## config.mk

```make
export PLATFORM = sky130hd
export DESIGN_NAME = los_monitor
export DESIGN_NICKNAME = d
export VERILOG_FILES = /design/src/rtl/los_pkg.sv /design/src/rtl/los_rst_sync.sv /design/src/rtl/los_zero_run.sv /design/src/rtl/los_alarm_fsm.sv /design/src/rtl/los_chg_latch.sv /design/src/rtl/los_monitor.sv
export SDC_FILE = /design/constraint.sdc
export NUM_CORES = 1
export LEC_CHECK = 0
export BUFFER_PORTS_ARGS = -buffer_cell sky130_fd_sc_hd__buf_2
export CORE_UTILIZATION = 60
export CTS_BUF_LIST = sky130_fd_sc_hd__clkbuf_8
export CTS_CLUSTER_DIAMETER = 150
export DETAILED_ROUTE_END_ITERATION = 10
export GPL_TIMING_DRIVEN = 0
export PLACE_DENSITY = 0.83
export SLEW_MARGIN = 20
export SYNTH_ARGS = -nofsm -noshare
export SYNTH_HDL_FRONTEND = slang
export SYNTH_SLANG_ARGS = --single-unit
export TNS_END_PERCENT = 100
```

## constraint.sdc

```tcl
create_clock -name clk -period 1.3 [get_ports clk]
set_input_delay 0.13 -clock clk [delete_from_list [all_inputs] [get_ports clk]]
set_output_delay 0.13 -clock clk [all_outputs]
set_load 0.05 [all_outputs]
```

## src/rtl/los_pkg.sv

```systemverilog
package los_pkg;

  typedef enum logic {
    LINK_UP   = 1'b0,
    LINK_LOST = 1'b1
  } link_e;

  typedef struct packed {
    logic vld;
    logic zero;
  } rx_bit_t;

endpackage

```

## src/rtl/los_rst_sync.sv

```systemverilog
module los_rst_sync #(
  parameter int STAGES = 2
) (
  input  logic clk,
  input  logic rst_n,
  output logic rst_sync_n
);

  logic [STAGES-1:0] sync_q;
  logic [STAGES-1:0] sync_d;

  generate
    if (STAGES == 1) begin : g_single
      always_comb sync_d = 1'b1;
    end else begin : g_chain
      always_comb sync_d = {sync_q[STAGES-2:0], 1'b1};
    end
  endgenerate

  always_ff @(posedge clk or negedge rst_n) begin
    if (!rst_n) sync_q <= '0;
    else        sync_q <= sync_d;
  end

  assign rst_sync_n = sync_q[STAGES-1];

endmodule

```

## src/rtl/los_zero_run.sv

```systemverilog
module los_zero_run
  import los_pkg::*;
#(
  parameter int RUN_MAX   = 32,
  parameter int SHORT_RUN = 4
) (
  input  logic    clk,
  input  logic    rst_n,
  input  rx_bit_t rx,
  output logic    long_hit,
  output logic    short_hit
);

  localparam int CW = $clog2(RUN_MAX + 1);
  localparam logic [CW-1:0] RUN_TOP   = CW'(RUN_MAX);
  localparam logic [CW-1:0] LONG_M1   = CW'(RUN_MAX - 1);
  localparam logic [CW-1:0] SHORT_M1  = CW'(SHORT_RUN - 1);

  logic [CW-1:0] run_q;
  logic [CW-1:0] run_d;

  always_comb begin
    run_d = run_q;
    if (rx.vld) begin
      if (!rx.zero)            run_d = '0;
      else if (run_q != RUN_TOP) run_d = run_q + 1'b1;
    end
  end

  always_ff @(posedge clk or negedge rst_n) begin
    if (!rst_n) run_q <= '0;
    else        run_q <= run_d;
  end

  always_comb begin
    long_hit  = rx.vld && rx.zero && (run_q >= LONG_M1);
    short_hit = rx.vld && rx.zero && (run_q >= SHORT_M1);
  end


  run_bound_chk: assert property (@(posedge clk) disable iff (!rst_n)
    run_q <= RUN_TOP);


  run_idle_hold_chk: assert property (@(posedge clk) disable iff (!rst_n)
    !rx.vld |=> $stable(run_q));


  run_one_clear_chk: assert property (@(posedge clk) disable iff (!rst_n)
    (rx.vld && !rx.zero) |=> (run_q == '0));

endmodule

```

## src/rtl/los_alarm_fsm.sv

```systemverilog
module los_alarm_fsm
  import los_pkg::*;
#(
  parameter int WINDOW = 32
) (
  input  logic  clk,
  input  logic  rst_n,
  input  logic  rx_vld,
  input  logic  long_hit,
  input  logic  short_hit,
  output link_e state,
  output logic  set_evt,
  output logic  clr_evt
);

  localparam int WW = (WINDOW > 1) ? $clog2(WINDOW) : 1;
  localparam logic [WW-1:0] WIN_LAST = WW'(WINDOW - 1);

  link_e         state_q, state_d;
  logic [WW-1:0] win_q, win_d;
  logic          lost;

  always_comb begin
    state_d = state_q;
    win_d   = win_q;
    set_evt = 1'b0;
    clr_evt = 1'b0;
    case (state_q)
      LINK_UP: begin
        win_d = '0;
        if (long_hit) begin
          state_d = LINK_LOST;
          set_evt = 1'b1;
        end
      end
      LINK_LOST: begin
        if (rx_vld) begin
          if (short_hit) begin
            win_d = '0;
          end else if (win_q == WIN_LAST) begin
            win_d   = '0;
            state_d = LINK_UP;
            clr_evt = 1'b1;
          end else begin
            win_d = win_q + 1'b1;
          end
        end
      end
      default: begin
        state_d = LINK_UP;
        win_d   = '0;
      end
    endcase
  end

  always_ff @(posedge clk or negedge rst_n) begin
    if (!rst_n) begin
      state_q <= LINK_UP;
      win_q   <= '0;
    end else begin
      state_q <= state_d;
      win_q   <= win_d;
    end
  end

  assign state = state_q;
  assign lost  = (state_q == LINK_LOST);


  alarm_idle_hold_chk: assert property (@(posedge clk) disable iff (!rst_n)
    !rx_vld |=> ($stable(lost) && $stable(win_q)));


  alarm_rise_cause_chk: assert property (@(posedge clk) disable iff (!rst_n)
    $rose(lost) |-> $past(long_hit));


  alarm_fall_cause_chk: assert property (@(posedge clk) disable iff (!rst_n)
    $fell(lost) |-> $past(rx_vld && !short_hit));


  window_idle_chk: assert property (@(posedge clk) disable iff (!rst_n)
    !lost |-> (win_q == '0));

endmodule

```

## src/rtl/los_chg_latch.sv

```systemverilog
module los_chg_latch (
  input  logic clk,
  input  logic rst_n,
  input  logic evt,
  input  logic rd,
  output logic flag
);

  logic flag_q, flag_d;

  always_comb flag_d = evt || (flag_q && !rd);

  always_ff @(posedge clk or negedge rst_n) begin
    if (!rst_n) flag_q <= 1'b0;
    else        flag_q <= flag_d;
  end

  assign flag = flag_q;


  chg_capture_chk: assert property (@(posedge clk) disable iff (!rst_n)
    evt |=> flag_q);


  read_clear_chk: assert property (@(posedge clk) disable iff (!rst_n)
    (rd && !evt) |=> !flag_q);


  flag_hold_chk: assert property (@(posedge clk) disable iff (!rst_n)
    (flag_q && !rd) |=> flag_q);

endmodule

```

## src/rtl/los_monitor.sv

```systemverilog
module los_monitor
  import los_pkg::*;
#(
  parameter int ENTRY_ZEROS   = 32,
  parameter int EXIT_WINDOW   = 32,
  parameter int EXIT_ZERO_RUN = 4,
  parameter int SYNC_STAGES   = 2
) (
  input  logic clk,
  input  logic rst_n,
  input  logic bit_vld,
  input  logic bit_in,
  input  logic rd_stb,
  input  logic irq_en,
  output logic los_status,
  output logic los_chg,
  output logic irq
);

  logic    rst_sync_n;
  rx_bit_t rx;
  logic    long_hit, short_hit;
  link_e   state;
  logic    set_evt, clr_evt;
  logic    chg_evt;

  los_rst_sync #(.STAGES(SYNC_STAGES)) u_rst (
    .clk        (clk),
    .rst_n      (rst_n),
    .rst_sync_n (rst_sync_n)
  );

  always_comb begin
    rx.vld  = bit_vld;
    rx.zero = !bit_in;
  end

  los_zero_run #(
    .RUN_MAX   (ENTRY_ZEROS),
    .SHORT_RUN (EXIT_ZERO_RUN)
  ) u_run (
    .clk       (clk),
    .rst_n     (rst_sync_n),
    .rx        (rx),
    .long_hit  (long_hit),
    .short_hit (short_hit)
  );

  los_alarm_fsm #(.WINDOW(EXIT_WINDOW)) u_fsm (
    .clk       (clk),
    .rst_n     (rst_sync_n),
    .rx_vld    (bit_vld),
    .long_hit  (long_hit),
    .short_hit (short_hit),
    .state     (state),
    .set_evt   (set_evt),
    .clr_evt   (clr_evt)
  );

  assign chg_evt = set_evt || clr_evt;

  los_chg_latch u_chg (
    .clk   (clk),
    .rst_n (rst_sync_n),
    .evt   (chg_evt),
    .rd    (rd_stb),
    .flag  (los_chg)
  );

  assign los_status = (state == LINK_LOST);
  assign irq        = los_chg && irq_en;


  read_no_state_chk: assert property (@(posedge clk) disable iff (!rst_sync_n)
    (rd_stb && !bit_vld) |=> $stable(los_status));


  change_flags_chk: assert property (@(posedge clk) disable iff (!rst_sync_n)
    (los_status != $past(los_status)) |-> los_chg);

endmodule

```

==> metrics.cfg, run 1 <==
[outcome]
outcome=complete, but fails checks
violations=setup timing

[clock_network]
cts.clk_slew.worst_paths_ns=0.06
cts_tree=done
insertion_delay_ns=0.25
clock_sinks=15
cts.path.max_buffers=2
cts_root_buffer=clkbuf_8
htreeDepth=1
numCtsBuffers=3

[placed_design]
place_area_um2=882
dp_slack_ns=-0.500
gp_congestion=0.854
dp_hpwl_um=1190
io_buffer_count=7

[timing]
fin_ws_ns=-0.485
finalSetupViolations=11
rsz0062_at_grt=true
tightest_slew_ns=0.547
relSlewSlack_pct=63.6
whs_ns=0.113
finalCritPeriodShare_pct=137
final.min_clock_period_ns=1.78
fmax_mhz=560
hold_violations=0
fin_tns_setup_ns=-2.22
slew_violations=0
fin_worst_skew_ns=0.00118

[route]
drt_iter0_drc=21
firstDrtPassIters=4
via_per_inst=6.10
remaining_drc_errors=0
wl_per_cell_um=17.1
drt-total-wl_um=2020
antenna_left=0
dr_total_vias=720

[pwr]
ir_worst_vdd_uv=1100
p_leak_nw=0.480
power.density_nw_per_um2=1830

[floorplan]
coreArea_um2=1190
die_x_um=38.7
row_count=12
initial_core_util_pct=68.2
die_area_um2=1500
die_y_um=38.7
ios=9

[layout]
finalInstanceArea_um2=1050
final_cell_mix=dfrtp_1, buf_4, buf_2, nand2_1, inv_1
area_growth_pct=29.7
antenna_cells=0
drive_gt1_share_pct=34.6
final_common_cell=dfrtp_1
nets=115

[critical_path]
crit_type=flop to flop
crit_cells=7
ff2ff_path_depth=7
critPathCaptureType=flop
reg2reg_slack_ns=-0.48
cp.arrival_ns=1.96
slowest_delay_ns=0.39
path_cells=ha_2, and3_4, ha_4, and2b_1, a21oi_2, or4_1, a31oi_1
required_ns=1.47
critPathBufInv=0
start_kind=flop
cp_max_fo=3
crit_slowest_cell=dfrtp_1
critPathTopFamily=simple AND/OR/NAND/NOR gates

[yosys]
synth_cells=83
synth.avg_cell_area_um2=9.75
yosysTopAreaCell=dfrtp_1
synth_ff_type=dfrtp_1
synth_edf_count=0
synth-seq-cells=15
yosysWarnings=0
synth_top_area_share_pct=46.4
synth_area_leaders=dfrtp_1, ha_1, nand3_1
seq_area_frac_synth_pct=46.4
ys_types=31
netlist_area_um2=810
syn_nets=93
async_reset_ff_share_pct=100

[global_route]
grt_pass1_wl_um=3000
antenna_found_initial=0
grt_use_total_pct=30.1
grt_overflow=0
grt_max_degree=14
grt_pass1_vias=663

[job]
maxCapViolations=0

[min_path]
min_path_cells=2
hp-class=input pin to flop

cells in the mapped netlist (2+ instances only):
master   count
dfrtp_1     15
nand2_1      8
nand3_1      7
inv_1        6
a31oi_1      4
ha_1         4
a21o_1       3
a21oi_1      3
nor2_1       3
nor2b_1      3
o41ai_1      3
a41o_1       2
and3_1       2
nor3_1       2
o21ai_0      2
cells by family after synthesis:
family / share of synthesized area, %
AO/OA/AOI/OAI: 18.7
adder cells (fa/ha/maj): 6.18
buffers and inverters: 3.86
flip-flops: 46.4
multiplexers: 1.24
other: 0.463
AND/OR/NAND/NOR: 23.2
path summary, 6_finish.rpt:
check | start | end
max reg2reg | u_fsm.win_q[0] | u_fsm.win_q[3]
max | u_fsm.win_q[0] | u_fsm.win_q[3]
max in group asynchronous | u_rst.sync_q[1] | u_run.run_q[4]
min in group asynchronous | rst_n | u_rst.sync_q[0]
min | rd_stb | u_chg.flag
min reg2reg | u_rst.sync_q[1] | u_fsm.win_q[4]
routing by layer:
metal	up-vias	track usage (%)	wire length, um	share of wire, %
li1	347	-	-	-
met1	351	38.0	874	43
met2	20	51.2	1070	53
met3	2	6.94	62	3.1
met4	0	7.76	14	0.69
met5	-	0	0	0
sequential cells by signal (all words and copies together), names as in the netlist:
register,count
u_run.run_q,6
u_chg.flag,1
u_fsm.state,1
u_rst.sync_q,2
u_fsm.win_q,5
per-stage QoR:
stage          cells  utilization [%]  power, W
2_1_floorplan     83                -   0.00114
3_3_place_gp     104             74.4   0.00124
3_5_place_dp     104             74.4   0.00128
4_1_cts          114             84.3   0.00177
5_1_grt          118             88.5   0.00201
6_report         118             88.5   0.00193
what timing repair did:
action / 4_1_cts / 5_1_grt
gates resized for setup: 8 / 4
hold buffers: 1 / 0
endpoints found under the hold margin: 2 / 0
pin swaps: 1 / 1
endpoints found under the setup margin: 13 / 13
buffers inserted: 5 / 4
cell type report:
type                       count  area [um2]
timing repair buffer          17         113
multi-input combinational     60         464
buffer                         1        5.00
tap                           14        17.5
sequential                    15         379
clock inverter                 1        3.75
fill                          58         136
clock buffer                   3        41.3
inverter                       7        26.3
report_power, final:
part	internal [W]	total, W	switching, W
logic	0.000384	0.000781	0.000396
registers	0.000596	0.000769	0.000173
clock network	0.000209	0.000376	0.000167
total	0.00119	0.00193	0.000736
worst reg2reg max path: stages (launching register included):
cell and delay, ns:
dfrtp_1 0.39, ha_2 0.18, and3_4 0.17, ha_4 0.17, and2b_1 0.22, a21oi_2 0.04, or4_1 0.39, a31oi_1 0.14
(Power assumes the default switching activity.)
==> run 2: changes to the inputs <==
--- a/config.mk
+++ b/config.mk
@@ -6,12 +6,13 @@
 export NUM_CORES = 1
 export LEC_CHECK = 0
 export BUFFER_PORTS_ARGS = -buffer_cell sky130_fd_sc_hd__buf_2
-export CORE_UTILIZATION = 60
+export CORE_ASPECT_RATIO = 1.5
+export CORE_UTILIZATION = 40
 export CTS_BUF_LIST = sky130_fd_sc_hd__clkbuf_8
 export CTS_CLUSTER_DIAMETER = 150
 export DETAILED_ROUTE_END_ITERATION = 10
 export GPL_TIMING_DRIVEN = 0
-export PLACE_DENSITY = 0.83
+export PLACE_DENSITY = 0.6
 export SLEW_MARGIN = 20
 export SYNTH_ARGS = -nofsm -noshare
 export SYNTH_HDL_FRONTEND = slang
==> run 2 against run 1 <==
  * The flow still finishes with violations (setup timing)
  * Register-to-register slack got worse by 0.02 ns
  * Die area increased by 47%
  * Hold slack got worse by 0.021 ns
  * Routed wire length fell by 5.3%
  * First-iteration DRC count decreased by 67%
  * Design area is 6.6% higher
  * Non-clock buffer count increased by 4
  * Via count decreased by 0.14%
  * Sequential share of layout area is 2.3 points lower
  * Clock power barely moved
  * Critical path type unchanged
  * Largest power group is now registers
==> metrics.cfg, run 2 (synthesized netlist as in run 1, its figures left out) <==
[outcome]
outcome=complete, but fails checks
violations=setup timing

[critical_path]
crit_slowest_cell=or4_1
required_ns=1.47  ; about the same
reg2reg_from=u_fsm.win_q[1]
crit_type=flop to flop
reg2reg_slack_ns=-0.51  ; -0.02 ns
start_kind=flop
reg2reg_to=u_fsm.win_q[3]
cp.arrival_ns=1.98  ; +0.02 ns
ff2ff_path_depth=7  ; unchanged
cp_max_fo=3  ; unchanged
slowest_delay_ns=0.40  ; about the same
critPathCaptureType=flop
path_cells=ha_2, and3_4, ha_4, and2b_1, a21oi_2, or4_1, a31oi_1
critPathBufInv=0  ; unchanged
critPathTopFamily=simple AND/OR/NAND/NOR gates

[layout]
final_common_cell=dfrtp_1
largest_reg_flops=6  ; unchanged
area_growth_pct=38.2
final_cell_mix=dfrtp_1, buf_4, buf_2
nets=119  ; +3.5%
top_register=u_run.run_q
finalNonFillerCells=129  ; +9.3%
top_regs=u_run.run_q x6, u_fsm.win_q x5, u_rst.sync_q x2
drive_gt1_share_pct=38.9  ; +4.3 points
antenna_cells=0  ; unchanged

[route]
remaining_drc_errors=0  ; unchanged
via_per_inst=5.57  ; -8.7%
firstDrtPassIters=4  ; unchanged
antenna_left=0  ; unchanged
drt_iter0_drc=7  ; -67%
dr_total_vias=719  ; -0.14%
wl_per_cell_um=14.8  ; -13%
drt-total-wl_um=1910  ; -5.3%

[timing]
finalSetupViolations=11  ; unchanged
fin_worst_skew_ns=0.00489  ; +0.00372 ns
tightest_slew_ns=0.538  ; -0.00869 ns
fmax_mhz=553  ; -1.2%
slew_violations=0  ; unchanged
final.min_clock_period_ns=1.81  ; +0.0220 ns
fin_ws_ns=-0.507  ; -0.0220 ns
finalCritPeriodShare_pct=139  ; +1.7 points
relSlewSlack_pct=64.1  ; +0.58 points
hold_violations=0  ; unchanged
rsz0062_at_grt=true

[global_route]
grt_pass1_wl_um=3060  ; +2.1%
grt_max_degree=14  ; unchanged
grt_pass1_vias=695  ; +4.8%
grt_overflow=0  ; unchanged
antenna_found_initial=0  ; unchanged
grt_use_total_pct=20.1  ; -10 points

[floorplan]
coreArea_um2=1880  ; +58%
die_area_um2=2210  ; +47%
die_y_um=57.1  ; +47%
die_x_um=38.7  ; unchanged
ios=9  ; unchanged
row_count=19  ; +7
initial_core_util_pct=43.1  ; -25 points

[job]
maxCapViolations=0  ; unchanged

[placed_design]
dp_hpwl_um=1240  ; +4.2%
io_buffer_count=7  ; unchanged
gp_congestion=0.755  ; -12%
post-place-cells=111  ; +6.7%
dp_slack_ns=-0.523  ; -0.0229 ns

[clock_network]
clock_sinks=15  ; unchanged
cts_tree=done
numCtsBuffers=3  ; unchanged
cts_root_buffer=clkbuf_8
cts.clk_slew.worst_paths_ns=0.06  ; about the same
cts.path.max_buffers=2  ; unchanged
htreeDepth=1  ; unchanged
insertion_delay_ns=0.25  ; about the same

[min_path]
hold_end=u_chg.flag
hold_start=rd_stb
hp-class=input pin to flop
min_path_cells=2  ; unchanged

[pwr]
ir_worst_vdd_uv=1050  ; -4.0%
total_power_w=0.00185  ; -3.7%
power.density_nw_per_um2=1660  ; -9.7%
p_leak_nw=0.507  ; +5.5%

-- run 2: cell count changes in the layout (fill, tap and decap cells not counted), sizes merged --
cell	change
buf	+4
-- run 2: repair_timing --
item,4_1_cts,5_1_grt
hold endpoints to repair,2,0
pin swaps,5,6
gates cloned,0,0
endpoints found under the setup margin,13,12
resized for setup,11,10
setup buffers,9,5
hold buffers,1,0
-- run 2: per-layer routing --
metal / up-vias / wire length (um) / GRT usage (%)
li1: 352 / - / -
met1: 357 / 758 / 20.6
met2: 5 / 1080 / 35.5
met3: 5 / 26 / 3.50
met4: 0 / 48 / 11.8
met5: - / 0 / 0
-- run 2: metrics by stage --
step / TNS [ns] / cell area [um2] / util, % / hold slack (ns)
2_1_floorplan: -0.959 / 830 / - / -0.166
3_3_place_gp: -1.76 / 891 / 47.4 / -0.0845
3_5_place_dp: -1.97 / 891 / 47.4 / -0.0826
4_1_cts: -1.93 / 1050 / 55.7 / 0.108
5_1_grt: -3.09 / 1120 / 59.6 / 0.0995
6_report: -2.32 / 1120 / 59.6 / 0.0921
-- run 2: layout make-up --
cell class,instances,area [um2]
buffer,1,5.00
clock buffer,3,41.3
clock inverter,1,3.75
fill,168,759
inverter,7,28.8
multi-input combinational,60,478
sequential,15,378
tap,21,26.3
timing repair buffer,21,158
-- run 2: how the worst max path moves through the flow --
stage / start / to / slack [ns] / cells past startpoint
floorplan: u_fsm.win_q[1] / u_fsm.win_q[3] / -0.41 / 7
global placement: u_fsm.win_q[1] / u_fsm.win_q[3] / -0.49 / 7
detailed placement: u_fsm.win_q[1] / u_fsm.win_q[3] / -0.52 / 7
CTS: u_fsm.win_q[1] / u_fsm.win_q[3] / -0.49 / 7
global route: u_fsm.win_q[1] / u_fsm.win_q[3] / -0.54 / 7
finish: u_fsm.win_q[1] / u_fsm.win_q[3] / -0.51 / 7
-- run 2: where the power goes --
group	internal [W]	total (W)	switching, W
registers	0.000596	0.000748	0.000152
logic	0.000369	0.000730	0.000361
clock network	0.000209	0.000376	0.000166
==> run 3: changes to the inputs <==
--- a/config.mk
+++ b/config.mk
@@ -5,8 +5,8 @@
 export SDC_FILE = /design/constraint.sdc
 export NUM_CORES = 1
 export LEC_CHECK = 0
+export ABC_AREA = 1
 export BUFFER_PORTS_ARGS = -buffer_cell sky130_fd_sc_hd__buf_2
-export CORE_ASPECT_RATIO = 1.5
 export CORE_UTILIZATION = 40
 export CTS_BUF_LIST = sky130_fd_sc_hd__clkbuf_8
 export CTS_CLUSTER_DIAMETER = 150
==> run 3 against run 2 <==
  * The flow still finishes with violations (setup timing)
  * Maximum frequency increased by 25%
  * Worst setup slack improved by 0.36 ns
  * Global-route usage decreased by 3.9 points
  * Clock skew decreased by 0.0026 ns
  * Die area increased by 5.9%
  * Routed wire length decreased by 6.6%
  * Via count increased by 7.2%
  * Hold slack improved by 0.051 ns
  * Sequential power decreased by 11%
  * Largest power group unchanged
  * Power decreased by 12%
  * Synthesized area increased by 6.3%
==> metrics.cfg, run 3 <==
[timing]
final.min_clock_period_ns=1.45  ; -0.359 ns
tightest_slew_ns=0.523  ; -0.0146 ns
hold_violations=0  ; unchanged
fin_tns_setup_ns=-0.546  ; +1.77 ns
fin_worst_skew_ns=0.00232  ; -0.00258 ns
relSlewSlack_pct=65.1  ; +0.97 points
fmax_mhz=691  ; +25%
fin_ws_ns=-0.148  ; +0.359 ns
finalCritPeriodShare_pct=111  ; -28 points
rsz0062_at_grt=true
whs_ns=0.143  ; +0.0514 ns
finalSetupViolations=5  ; -6
slew_violations=0  ; unchanged

[route]
firstDrtPassIters=5  ; +1
remaining_drc_errors=0  ; unchanged
drt_iter0_drc=13  ; +6
via_per_inst=4.91  ; -12%
antenna_left=0  ; unchanged
dr_total_vias=771  ; +7.2%
drt-total-wl_um=1790  ; -6.6%
wl_per_cell_um=11.4  ; -23%

[yosys]
synth-seq-cells=15  ; unchanged
yosysWarnings=0  ; unchanged
yosysMostFrequentCell=nand2_1
synth_ff_type=dfrtp_1
yosysTopAreaCell=dfrtp_1
synth_top_area_share_pct=43.6  ; -2.8 points
synth_cells=107  ; +29%
async_reset_ff_share_pct=100  ; unchanged
ys_top_cells_by_count=nand2_1, nand3_1, dfrtp_1
ys_types=21  ; -32%
seq_area_frac_synth_pct=43.6  ; -2.8 points
synth.avg_cell_area_um2=8.05  ; -18%
netlist_area_um2=861  ; +6.3%
synth_edf_count=0  ; unchanged
syn_nets=117  ; +26%
synth_area_leaders=dfrtp_1, nand2_1, nand3_1

[critical_path]
slowest_delay_ns=0.38  ; -0.02 ns
reg2reg_slack_ns=-0.15  ; +0.36 ns
start_kind=flop
required_ns=1.46  ; about the same
crit_type=flop to flop
cp.arrival_ns=1.61  ; -0.37 ns
critPathTopFamily=simple AND/OR/NAND/NOR gates
crit_top_cell=ha_2
cp_max_fo=3  ; unchanged
crit_slowest_cell=dfrtp_1
critPathBufInv=0  ; unchanged
critPathCaptureType=flop
path_cells=ha_2, nand2_1, nor2_1, ha_2, or2_4, nor2_4, nand3_1, o21ai_1

[outcome]
violations=setup timing
outcome=complete, but fails checks

[pwr]
ir_worst_vdd_uv=1040  ; -1.1%
p_leak_nw=0.578  ; +14%
power.density_nw_per_um2=1480  ; -11%

[global_route]
grt_overflow=0  ; unchanged
antenna_found_initial=0  ; unchanged
grt_pass1_vias=679  ; -2.3%
grt_use_total_pct=16.2  ; -3.9 points
grt_max_degree=14  ; unchanged
grt_pass1_wl_um=2880  ; -6.1%

[clock_network]
clock_sinks=15  ; unchanged
cts.clk_slew.worst_paths_ns=0.06  ; about the same
htreeDepth=1  ; unchanged
cts_root_buffer=clkbuf_8
cts_tree=done
insertion_delay_ns=0.25  ; about the same
cts.path.max_buffers=2  ; unchanged
numCtsBuffers=3  ; unchanged

[layout]
top_register=u_run.run_q
area_growth_pct=28.1
nets=141  ; +18%
drive_gt1_share_pct=32.3  ; -6.6 points
largest_reg_flops=6  ; unchanged
final_common_cell=nand2_1
antenna_cells=0  ; unchanged
top_regs=u_run.run_q x6, u_fsm.win_q x5, u_rst.sync_q x2
final_cell_mix=nand2_1, nand3_1, dfrtp_1

[placed_design]
dp_hpwl_um=1160  ; -6.1%
gp_congestion=0.783  ; +3.7%
io_buffer_count=8  ; +1

[floorplan]
die_area_um2=2340  ; +5.9%
row_count=16  ; -3
coreArea_um2=2000  ; +6.6%
initial_core_util_pct=43.0  ; -0.10 points
ios=9  ; unchanged
die_x_um=48.4  ; +25%
die_y_um=48.4  ; -15%

[min_path]
hp-class=input pin to flop

[job]
maxCapViolations=0  ; unchanged

==> run 3: changes by cell type after synthesis, moves of 4 or more <==
cell | previous run | this run
nand3_1 | 7 | 16
a31oi_1 | 4 | 0
nand2_1 | 8 | 29
inv_1 | 6 | 14
==> run 3: layout make-up <==
class / instances / area, um2
repair buffers: 18 / 118
clock inverters: 1 / 5.00
well taps: 27 / 33.8
inverters: 16 / 60.1
flip-flops and latches: 15 / 375
fillers: 182 / 900
clock buffers: 3 / 41.3
multi-input cells: 77 / 469
==> run 3: tightest hold or removal path, delay by kind of cell <==
kind          cells  cell delay [ns]
simple gates      2             0.12
buf+inv           2             0.10
==> run 3: path summary, 6_finish.rpt <==
path / from / end / cells past startpoint
worst max-delay path: u_fsm.win_q[0] / u_fsm.win_q[0] / 8
worst max register to register: u_fsm.win_q[0] / u_fsm.win_q[0] / 8
worst min-delay path: rd_stb / u_chg.flag / 4
min in group asynchronous: rst_n / u_rst.sync_q[0] / 2
max in group asynchronous: u_rst.sync_q[1] / u_fsm.win_q[4] / 0
worst min register to register: u_rst.sync_q[1] / u_fsm.win_q[2] / 0
==> run 3: metrics by stage <==
stage | worst slack [ns] | instances | utilization (%) | cell area (um2) | total power, W
6_report | -0.148 | 157 | 55.1 | 1100 | 0.00163
3_5_place_dp | -0.192 | 142 | 47.2 | 945 | 0.00111
5_1_grt | -0.263 | 157 | 55.1 | 1100 | 0.00176
4_1_cts | -0.139 | 152 | 52.0 | 1040 | 0.00157
2_1_floorplan | -0.108 | 107 | - | 871 | 0.00101
3_3_place_gp | -0.161 | 142 | 47.2 | 945 | 0.00109
==> run 3: power by group <==
part	internal [W]	total [W]	leakage, nW	switching [W]
Combinational	0.000284	0.000595	0.362	0.000311
Clock	0.000212	0.000369	0.0255	0.000157
Sequential	0.000567	0.000667	0.190	0.0000996
Total	0.00106	0.00163	0.578	0.000567
==> run 3: what timing repair did <==
item,4_1_cts,5_1_grt
resized for setup,3,8
pin swaps,2,4
hold endpoints to repair,2,0
buffers inserted,5,4
cloned,0,1
hold buffers,1,0
setup endpoints to repair,5,12
==> run 3: kinds of logic after synthesis <==
family | Yosys count | synth area share, %
other | 1 | 0.436
and+or+nand+nor | 60 | 35.6
adders and majority gates | 4 | 5.81
AOI/OAI and AO/OA | 11 | 7.56
buffers and inverters | 16 | 6.98
DFF | 15 | 43.6
==> run 3: metal layers <==
metal / up-vias / GRT usage, % / wire, um / part of all wire (%)
li1: 389 / - / - / -
met3: 4 / 4.72 / 91 / 5.1
met2: 21 / 25.6 / 854 / 48
met4: 0 / 7.35 / 30 / 1.7
met5: - / 0 / 0 / 0
met1: 357 / 20.6 / 809 / 45
